[config.mk]
export PLATFORM = sky130hd
export DESIGN_NAME = pkt_lane_aligner
export DESIGN_NICKNAME = d
export VERILOG_FILES = /design/src/rtl/pla_pkg.sv /design/src/rtl/pla_eop_scan.sv /design/src/rtl/pla_seg_rotate.sv /design/src/rtl/pla_keep_gen.sv /design/src/rtl/pkt_lane_aligner.sv
export SDC_FILE = /design/constraint.sdc
export NUM_CORES = 2
export LEC_CHECK = 0
export ABC_AREA = 1
export BUFFER_PORTS_ARGS = -buffer_cell sky130_fd_sc_hd__buf_4
export CAP_MARGIN = 20
export CELL_PAD_IN_SITES_DETAIL_PLACEMENT = 1
export CELL_PAD_IN_SITES_GLOBAL_PLACEMENT = 2
export CORE_AREA = 10 10 436 438
export DETAILED_ROUTE_END_ITERATION = 16
export DIE_AREA = 0 0 446 448
export PLACE_DENSITY = 0.75
export RECOVER_POWER = 25
export SYNTH_ARGS = -nofsm -noshare
export SYNTH_HDL_FRONTEND = slang
export SYNTH_SLANG_ARGS = --single-unit
[constraint.sdc]
create_clock -name clk -period 9.29 [get_ports clk]
set_input_delay 2.3225 -clock clk [delete_from_list [all_inputs] [get_ports clk]]
set_output_delay 2.3225 -clock clk [all_outputs]
set_load 0.1 [all_outputs]
[src/rtl/pla_pkg.sv]
// Package: shared types for the lane aligner.
// Assumes: nothing; holds only the per-cycle action encoding.
package pla_pkg;
    typedef enum logic [1:0] {
        ACT_IDLE  = 2'd0,  // nothing to do this cycle
        ACT_LOAD  = 2'd1,  // park the head of an offset packet in the carry
        ACT_EMIT  = 2'd2,  // present carry plus input segments
        ACT_FLUSH = 2'd3   // present the carry tail of a finished packet
    } act_e;
endpackage

[src/rtl/pla_eop_scan.sv]
// Module: finds the first end-of-packet segment at or above a start index.
// Also reports whether a new packet starts in the segment right after it.
// Assumes: SEGS is a power of two and at least 2.
module pla_eop_scan #(
    parameter int SEGS = 8
) (
    input  logic [SEGS-1:0]          sop,
    input  logic [SEGS-1:0]          eop,
    input  logic [$clog2(SEGS)-1:0]  from_idx,
    output logic                     found,
    output logic [$clog2(SEGS)-1:0]  end_idx,
    output logic                     next_sop
);
    localparam int IDX_W = $clog2(SEGS);

    // Priority search from the top down so the lowest qualifying segment wins.
    always_comb begin
        found   = 1'b0;
        end_idx = '0;
        for (int i = SEGS - 1; i >= 0; i--) begin
            if (eop[i] && (IDX_W'(i) >= from_idx)) begin
                found   = 1'b1;
                end_idx = IDX_W'(i);
            end
        end
    end

    // A following packet exists only if the end is not the top segment.
    always_comb begin
        next_sop = found && (end_idx != IDX_W'(SEGS - 1)) && sop[end_idx + IDX_W'(1)];
    end
endmodule

[src/rtl/pla_seg_rotate.sv]
// Module: rotates the bus by whole segments; output segment i takes input
// segment (i + amount) mod SEGS.
// Assumes: SEGS is a power of two, so the index wraps naturally.
module pla_seg_rotate #(
    parameter int SEGS  = 8,
    parameter int SEG_W = 64
) (
    input  logic [SEGS*SEG_W-1:0]    din,
    input  logic [$clog2(SEGS)-1:0]  amount,
    output logic [SEGS*SEG_W-1:0]    dout
);
    localparam int IDX_W = $clog2(SEGS);

    for (genvar i = 0; i < SEGS; i++) begin : g_seg
        logic [IDX_W-1:0] src;
        // Source segment index for this output position.
        assign src = IDX_W'(i) + amount;
        assign dout[i*SEG_W +: SEG_W] = din[src*SEG_W +: SEG_W];
    end
endmodule

[src/rtl/pla_keep_gen.sv]
// Module: builds byte enables from a count of used segments and, on a last
// beat, the unused-byte count of the top used segment.
// Assumes: n_seg <= SEGS; empty < SEG_BYTES.
module pla_keep_gen #(
    parameter int SEGS      = 8,
    parameter int SEG_BYTES = 8
) (
    input  logic [$clog2(SEGS+1)-1:0]    n_seg,
    input  logic                         last,
    input  logic [$clog2(SEG_BYTES)-1:0] empty,
    output logic [SEGS*SEG_BYTES-1:0]    keep
);
    localparam int CNT_W = $clog2(SEGS + 1);
    localparam int BW    = $clog2(SEG_BYTES) + 1;

    for (genvar s = 0; s < SEGS; s++) begin : g_seg
        for (genvar j = 0; j < SEG_BYTES; j++) begin : g_byte
            // Byte is live if its segment is used and, at the packet end, below the empty span.
            assign keep[s*SEG_BYTES + j] = (CNT_W'(s) < n_seg) &&
                !(last && (CNT_W'(s) + CNT_W'(1) == n_seg) &&
                  (BW'(j) + BW'(empty) >= BW'(SEG_BYTES)));
        end
    end
endmodule

[src/rtl/pkt_lane_aligner.sv]
// Module: splits multi-packet input beats and aligns every packet start to
// lane 0. A carry register keeps the segments that overflow one output beat.
// The read index picks the segment where the next packet starts inside an
// input beat that is being split.
// Assumes: packets are contiguous in segments; a start above segment 0 only
// follows an end in the same beat; the input is held until accepted.
// Outputs are combinational from state and the held input beat.
module pkt_lane_aligner #(
    parameter int SEGS      = 8,
    parameter int SEG_BYTES = 8
) (
    input  logic                                    clk,
    input  logic                                    rst_n,
    input  logic                                    s_valid,
    output logic                                    s_ready,
    input  logic [SEGS*SEG_BYTES*8-1:0]             s_data,
    input  logic [SEGS-1:0]                         s_sop,
    input  logic [SEGS-1:0]                         s_eop,
    input  logic [SEGS*$clog2(SEG_BYTES)-1:0]       s_empty,
    output logic                                    m_valid,
    input  logic                                    m_ready,
    output logic [SEGS*SEG_BYTES*8-1:0]             m_data,
    output logic [SEGS*SEG_BYTES-1:0]               m_keep,
    output logic                                    m_last
);
    import pla_pkg::*;

    localparam int SEG_W  = SEG_BYTES * 8;
    localparam int DATA_W = SEGS * SEG_W;
    localparam int KEEP_W = SEGS * SEG_BYTES;
    localparam int IDX_W  = $clog2(SEGS);
    localparam int CNT_W  = $clog2(SEGS + 1);
    localparam int TOT_W  = CNT_W + 1;
    localparam int EMP_W  = $clog2(SEG_BYTES);

    logic [IDX_W-1:0]  rd_idx_q;
    logic [CNT_W-1:0]  carry_cnt_q;
    logic [DATA_W-1:0] carry_q;
    logic              carry_end_q;
    logic [EMP_W-1:0]  carry_emp_q;

    logic              end_found;
    logic [IDX_W-1:0]  end_idx;
    logic              follow_sop;
    logic [CNT_W-1:0]  in_segs;
    logic [TOT_W-1:0]  total;
    logic [IDX_W-1:0]  rot_amt;
    logic [DATA_W-1:0] rotated;
    logic [DATA_W-1:0] merged;
    logic [EMP_W-1:0]  in_emp;
    logic [CNT_W-1:0]  out_segs;
    logic              out_last;
    logic [EMP_W-1:0]  out_emp;
    logic              fire;
    act_e              act;

    pla_eop_scan #(.SEGS(SEGS)) i_scan (
        .sop      (s_sop),
        .eop      (s_eop),
        .from_idx (rd_idx_q),
        .found    (end_found),
        .end_idx  (end_idx),
        .next_sop (follow_sop)
    );

    // Rotation brings segment rd_idx to carry_cnt; one of the two is always zero.
    assign rot_amt = rd_idx_q - IDX_W'(carry_cnt_q);

    pla_seg_rotate #(.SEGS(SEGS), .SEG_W(SEG_W)) i_rot (
        .din    (s_data),
        .amount (rot_amt),
        .dout   (rotated)
    );

    // Segments of the current packet available from the input beat, and the total.
    always_comb begin
        if (end_found)
            in_segs = CNT_W'(end_idx) - CNT_W'(rd_idx_q) + CNT_W'(1);
        else
            in_segs = CNT_W'(SEGS) - CNT_W'(rd_idx_q);
        total  = TOT_W'(carry_cnt_q) + TOT_W'(in_segs);
        in_emp = s_empty[end_idx*EMP_W +: EMP_W];
    end

    // Choose this cycle's action from the carry state and the input beat.
    always_comb begin
        if (carry_end_q)
            act = ACT_FLUSH;
        else if (!s_valid)
            act = ACT_IDLE;
        else if (!end_found && (total < TOT_W'(SEGS)))
            act = ACT_LOAD;
        else
            act = ACT_EMIT;
    end

    // Output beat shape: segment count, last marker and the end segment's empty count.
    always_comb begin
        out_segs = '0;
        out_last = 1'b0;
        out_emp  = '0;
        case (act)
            ACT_FLUSH: begin
                out_segs = carry_cnt_q;
                out_last = 1'b1;
                out_emp  = carry_emp_q;
            end
            ACT_EMIT: begin
                out_segs = (total > TOT_W'(SEGS)) ? CNT_W'(SEGS) : CNT_W'(total);
                out_last = end_found && (total <= TOT_W'(SEGS));
                out_emp  = in_emp;
            end
            default: ;
        endcase
    end

    for (genvar i = 0; i < SEGS; i++) begin : g_merge
        // Low segments come from the carry, the rest from the rotated input.
        assign merged[i*SEG_W +: SEG_W] = (CNT_W'(i) < carry_cnt_q) ?
                                          carry_q[i*SEG_W +: SEG_W] : rotated[i*SEG_W +: SEG_W];
    end

    pla_keep_gen #(.SEGS(SEGS), .SEG_BYTES(SEG_BYTES)) i_keep (
        .n_seg (out_segs),
        .last  (out_last),
        .empty (out_emp),
        .keep  (m_keep)
    );

    for (genvar b = 0; b < KEEP_W; b++) begin : g_mask
        // Bytes outside the enables are forced to zero.
        assign m_data[b*8 +: 8] = m_keep[b] ? merged[b*8 +: 8] : 8'h00;
    end

    assign m_valid = (act == ACT_EMIT) || (act == ACT_FLUSH);
    assign m_last  = out_last;
    assign fire    = m_valid && m_ready;
    assign s_ready = (act == ACT_LOAD) ||
                     ((act == ACT_EMIT) && m_ready && !(end_found && follow_sop));

    // Advance carry, read index and end markers on each completed action.
    always_ff @(posedge clk) begin
        if (!rst_n) begin
            rd_idx_q    <= '0;
            carry_cnt_q <= '0;
            carry_q     <= '0;
            carry_end_q <= 1'b0;
            carry_emp_q <= '0;
        end else begin
            case (act)
                ACT_LOAD: begin
                    carry_q     <= rotated;
                    carry_cnt_q <= CNT_W'(total);
                    rd_idx_q    <= '0;
                end
                ACT_FLUSH: begin
                    if (fire) begin
                        carry_cnt_q <= '0;
                        carry_end_q <= 1'b0;
                    end
                end
                ACT_EMIT: begin
                    if (fire) begin
                        if (total > TOT_W'(SEGS)) begin
                            carry_q     <= rotated;
                            carry_cnt_q <= CNT_W'(total - TOT_W'(SEGS));
                            carry_end_q <= end_found;
                            carry_emp_q <= in_emp;
                        end else begin
                            carry_cnt_q <= '0;
                        end
                        rd_idx_q <= (end_found && follow_sop) ? end_idx + IDX_W'(1) : '0;
                    end
                end
                default: ;
            endcase
        end
    end
endmodule

==> impl_summary.txt <==
----------------------------------------------------
[Critical path]
  Endpoint arrival time on the critical path ... slightly below 7 ns
  Register-to-register setup slack ... just over 0.8 ns
  Crit. End Element ... output port
  Critical path startpoint ... s_eop[5]
  Standard cell with the maximum stage delay on the critical path ... fa_2
  Maximum net fanout on the critical path ... 9
  Reg-to-reg critical path endpoint ... carry_q[292]
  Logic depth of the worst register-to-register path ... 31
  Max incr delay on CP ... approximately 0.33 ns
  Launching element type of the critical path ... input pin
  Launching point of the worst reg2reg path ... rd_idx_q[1]
  Critical path class ... in2out
  Required time worst endpoint ... between 6 and 7 ns

[Clock tree]
  CTS HTree Levels ... 3
  Number of buffers added by the clock tree synthesis step ... between 70 and 80
  Clock sinks ... approximately 520
  CTS Hold Bufs ... 0
  Clock root buffer master ... clkbuf_16
  Clk_lat worst skew ... 0.69 ns
  Max Root-Sink Buffers ... 3
  Clock slew at reported path FFs ... 0.06 ns
  CTS tree ... done

[GRT]
  Antenna violations before repair ... 174
  Gr usage total ... 0.3613
  Via count of the first global-routing pass ... between 50000 and 60000
  First-pass GRT wire length ... just over 500000 um
  Overflow left after global routing ... 0
  Maximum number of pins on one net before global-route repair ... approximately 210

[STA]
  Minimum period implied by the final worst setup slack ... about 9 ns
  Unrepaired setup endpoints after global routing ... no
  Worst-margin pin slew ... 1.932 ns
  Final hold vios ... 0
  Final worst clock skew ... between 0.03 and 0.04 ns
  Normalized max-slew margin ... -0.2882
  Post-route fraction of the period consumed by the critical path ... 0.9786
  Maximum clock frequency ... around 110 MHz
  Setup TNS ... 0 ns
  Final count of negative-setup-slack endpoints ... 0
  Total count of max-transition violations in the final report ... 83

[Die]
  Vertical die dimension ... ~450 um
  Area of the core ... approximately 180000 um2
  Starting utilization of the core area ... 0.2524
  Number of top-level pins ... between 1000 and 1500
  Die footprint ... 199800 um2
  Number of cell rows ... between 150 and 200
  Horizontal die dimension ... 446 um

[Synthesis]
  Number of synthesized flops with an enable pin ... 0
  Dominant combinational cell family by area after synthesis ... compound AO/OA/AOI/OAI gates
  Total of flip-flops plus latches after synthesis ... 523
  Fraction of the mapped netlist area in adder cells ... 0.006221
  Total nets after synthesis ... 9069
  Compound-gate portion of the synthesized area ... 0.2873
  Synthesized netlist cell count ... 8492
  Share of cell area taken by muxes after synthesis ... 0.04474
  Library cell with the largest summed area after synthesis ... o21ai_0
  Post-synth ARST share ... 0
  Share of synthesized cell area in and, or, nand and nor gates ... 0.2810
  Avg Cell Area, Syn ... around 5.4 um2
  Warnings, synthesis ... 0
  Dominant cells by area after synthesis ... o21ai_0 (23%), dfxtp_1 (23%), nand2_1 (18%)
  XOR/XNOR share of the synthesized area ... 0.0007639
  Post-synthesis sequential area ratio ... 0.2283
  Main synth FF type ... dfxtp_1
  Synthesized cell area ... 45860 um2
  Portion of synthesized cell area occupied by the leading cell type ... 0.2346
  Unique masters post-synth ... between 40 and 50

[Route]
  Wire length per cell after detailed routing ... approximately 32 um
  Met3 wire length ... approximately 29000 um
  Initial DRC Count ... between 6000 and 7000
  Vias per inst ... roughly 5.3
  Highest metal used ... met5
  Post-detailed-routing wire length ... approximately 380000 um
  Detail Route met2 WL ... between 150000 and 200000 um
  Drt first pass iters ... 6
  DRC violations left ... 0
  Detail Route Antenna Nets ... 0
  Vias post-DR ... 63120
  Met1 layer wirelength in the final routing ... roughly 160000 um

[Worst hold path]
  Class of the worst hold path ... reg2reg
  Hold endpoint ... carry_q[267]
  Start point of the worst min-delay path ... carry_q[267]
  Worst hold path stage count ... 2

[Pwr]
  Power Density ... 351.9 nW/um2
  Static Leak ... approximately 32 nW
  Maximum vdd ir drop ... about 0.23 mV

[Finish]
  Post-route design area ... 66630 um2
  Fraction of layout instances using a drive strength above 1 ... 0.2210
  Nets@finish ... about 10000
  Fin util ... 0.3667
  Layout Area Growth over Synthesis ... 45.29%

[Placement]
  Routability congestion estimate from global placement ... between 1 and 1.5
  Half-perimeter wire length of the detailed placement result ... between 300000 and 400000 um
  Standard cell area after detailed placement ... 63770 um2
  Number of port buffers ... between 1000 and 1500

[Flow run]
  Total of max-cap violations ... 1

[Outcome]
  Violations in the final reports ... max-capacitance violations, max-slew violations
  Outcome ... complete, but fails checks

----------------------------------------------------
kinds of logic after synthesis:
kind of cell | Yosys count
flip-flops | 523
AO/OA/AOI/OAI | 2585
XOR/XNOR | 4
multiplexers | 205
buffers and inverters | 1810
AND/OR/NAND/NOR | 3344
adder cells (fa/ha/maj) | 21
synthesized netlist by cell type (2+ instances only):
library cell / count
nor2_2: 9
nor2_8: 2
xnor2_1: 3
inv_1: 1183
nor2_4: 10
buf_1: 37
mux2i_1: 205
nand2_4: 6
a211oi_1: 25
ha_1: 18
buf_2: 80
a21oi_2: 2
nand4_1: 3
buf_6: 6
nand2_1: 2241
fa_1: 3
clkinv_1: 5
o21ai_4: 8
inv_2: 12
clkbuf_1: 483
o21ai_2: 14
o21ai_0: 2150
dfxtp_1: 523
nor2_1: 991
nand3_1: 50
nor3_1: 2
nand2_2: 17
nand3b_1: 8
or2_2: 2
buf_4: 4
a21oi_1: 379
registers in the layout, indices dropped and copies added (netlist names):
| signal | count |
|---|---|
| carry_q | 512 |
| rd_idx_q | 3 |
| carry_end_q | 1 |
| carry_emp_q | 3 |
| carry_cnt_q | 4 |
area by class of cell:
cell class | instances | area (um2)
Antenna cell | 104 | 260.3
Clock buffer | 110 | 2138
Clock inverter | 23 | 296.5
Fill cell | 23490 | 115100
Inverter | 1200 | 4574
Multi-Input combinational cell | 6159 | 31140
Sequential cell | 523 | 10470
Tap cell | 2385 | 2984
Timing Repair Buffer | 1431 | 14760
report_power, final:
group | internal, mW | total (mW) | switching (mW)
Clock | 1.67 | 3.01 | 1.33
Sequential | 2.47 | 2.58 | 0.106
Combinational | 4.19 | 17.9 | 13.7
routing by layer:
metal | track usage | vias to the layer above
li1 | - | 28620
met1 | 0.4677 | 31040
met2 | 0.5568 | 2763
met3 | 0.07634 | 637
met4 | 0.2019 | 56
met5 | 0 | -
cell usage in the layout (no fill, tap or decap), drive strengths merged:
cell type  count
nor2        1012
ha            18
inv         1197
clkinv        17
nand2       2264
mux2i        205
nand3         51
buf         1419
a21oi        381
nand4          3
clkbuf       122
nand3b         8
a21boi         2
diode        104
a31oi          1
xnor2          3
bufinv         2
o21ai       2173
o211ai         1
fa             3
o21a           1
a21o           1
a211oi        25
xor2           1
clkinvlp       7
dfxtp        523
nor3           2
or2            4
what timing repair did:
item | 4_1_cts | 5_1_grt
resized for setup | 1 | 26
pin swaps | 0 | 5
setup buffers | 0 | 5
endpoints found under the setup margin | 7 | 112
critical path, delay by kind of cell:
kind | cells | cell delay, ns
and+or+nand+nor | 12 | 1.39
buffers and inverters | 8 | 1.18
adders and majority gates | 4 | 1.04
AOI/OAI and AO/OA | 4 | 0.66
xor gates and xnor gates | 1 | 0.15
how the worst max path moves through the flow:
stage,to,slack (ns),cells past startpoint
finish,m_data[378],0.20,29
floorplan,m_data[451],-0.60,23
global route,m_data[419],0.001,35
detailed placement,m_data[160],-0.01,30
CTS,m_data[486],0.03,30
global placement,m_keep[22],-0.30,28
through the flow:
step | std cells | worst slack, ns | power [mW] | hold WS (ns)
2_1_floorplan | 8492 | -0.6038 | 13.04 | 0.4757
3_3_place_gp | 11670 | -0.3042 | 20.03 | 0.4898
3_5_place_dp | 11690 | -0.01399 | 20.17 | 0.4975
4_1_cts | 11820 | 0.02633 | 23.24 | 0.5138
5_1_grt | 11890 | 0.001100 | 24.18 | 0.5378
6_report | 11940 | 0.1992 | 23.45 | 0.5165
(Power assumes the default switching activity.)
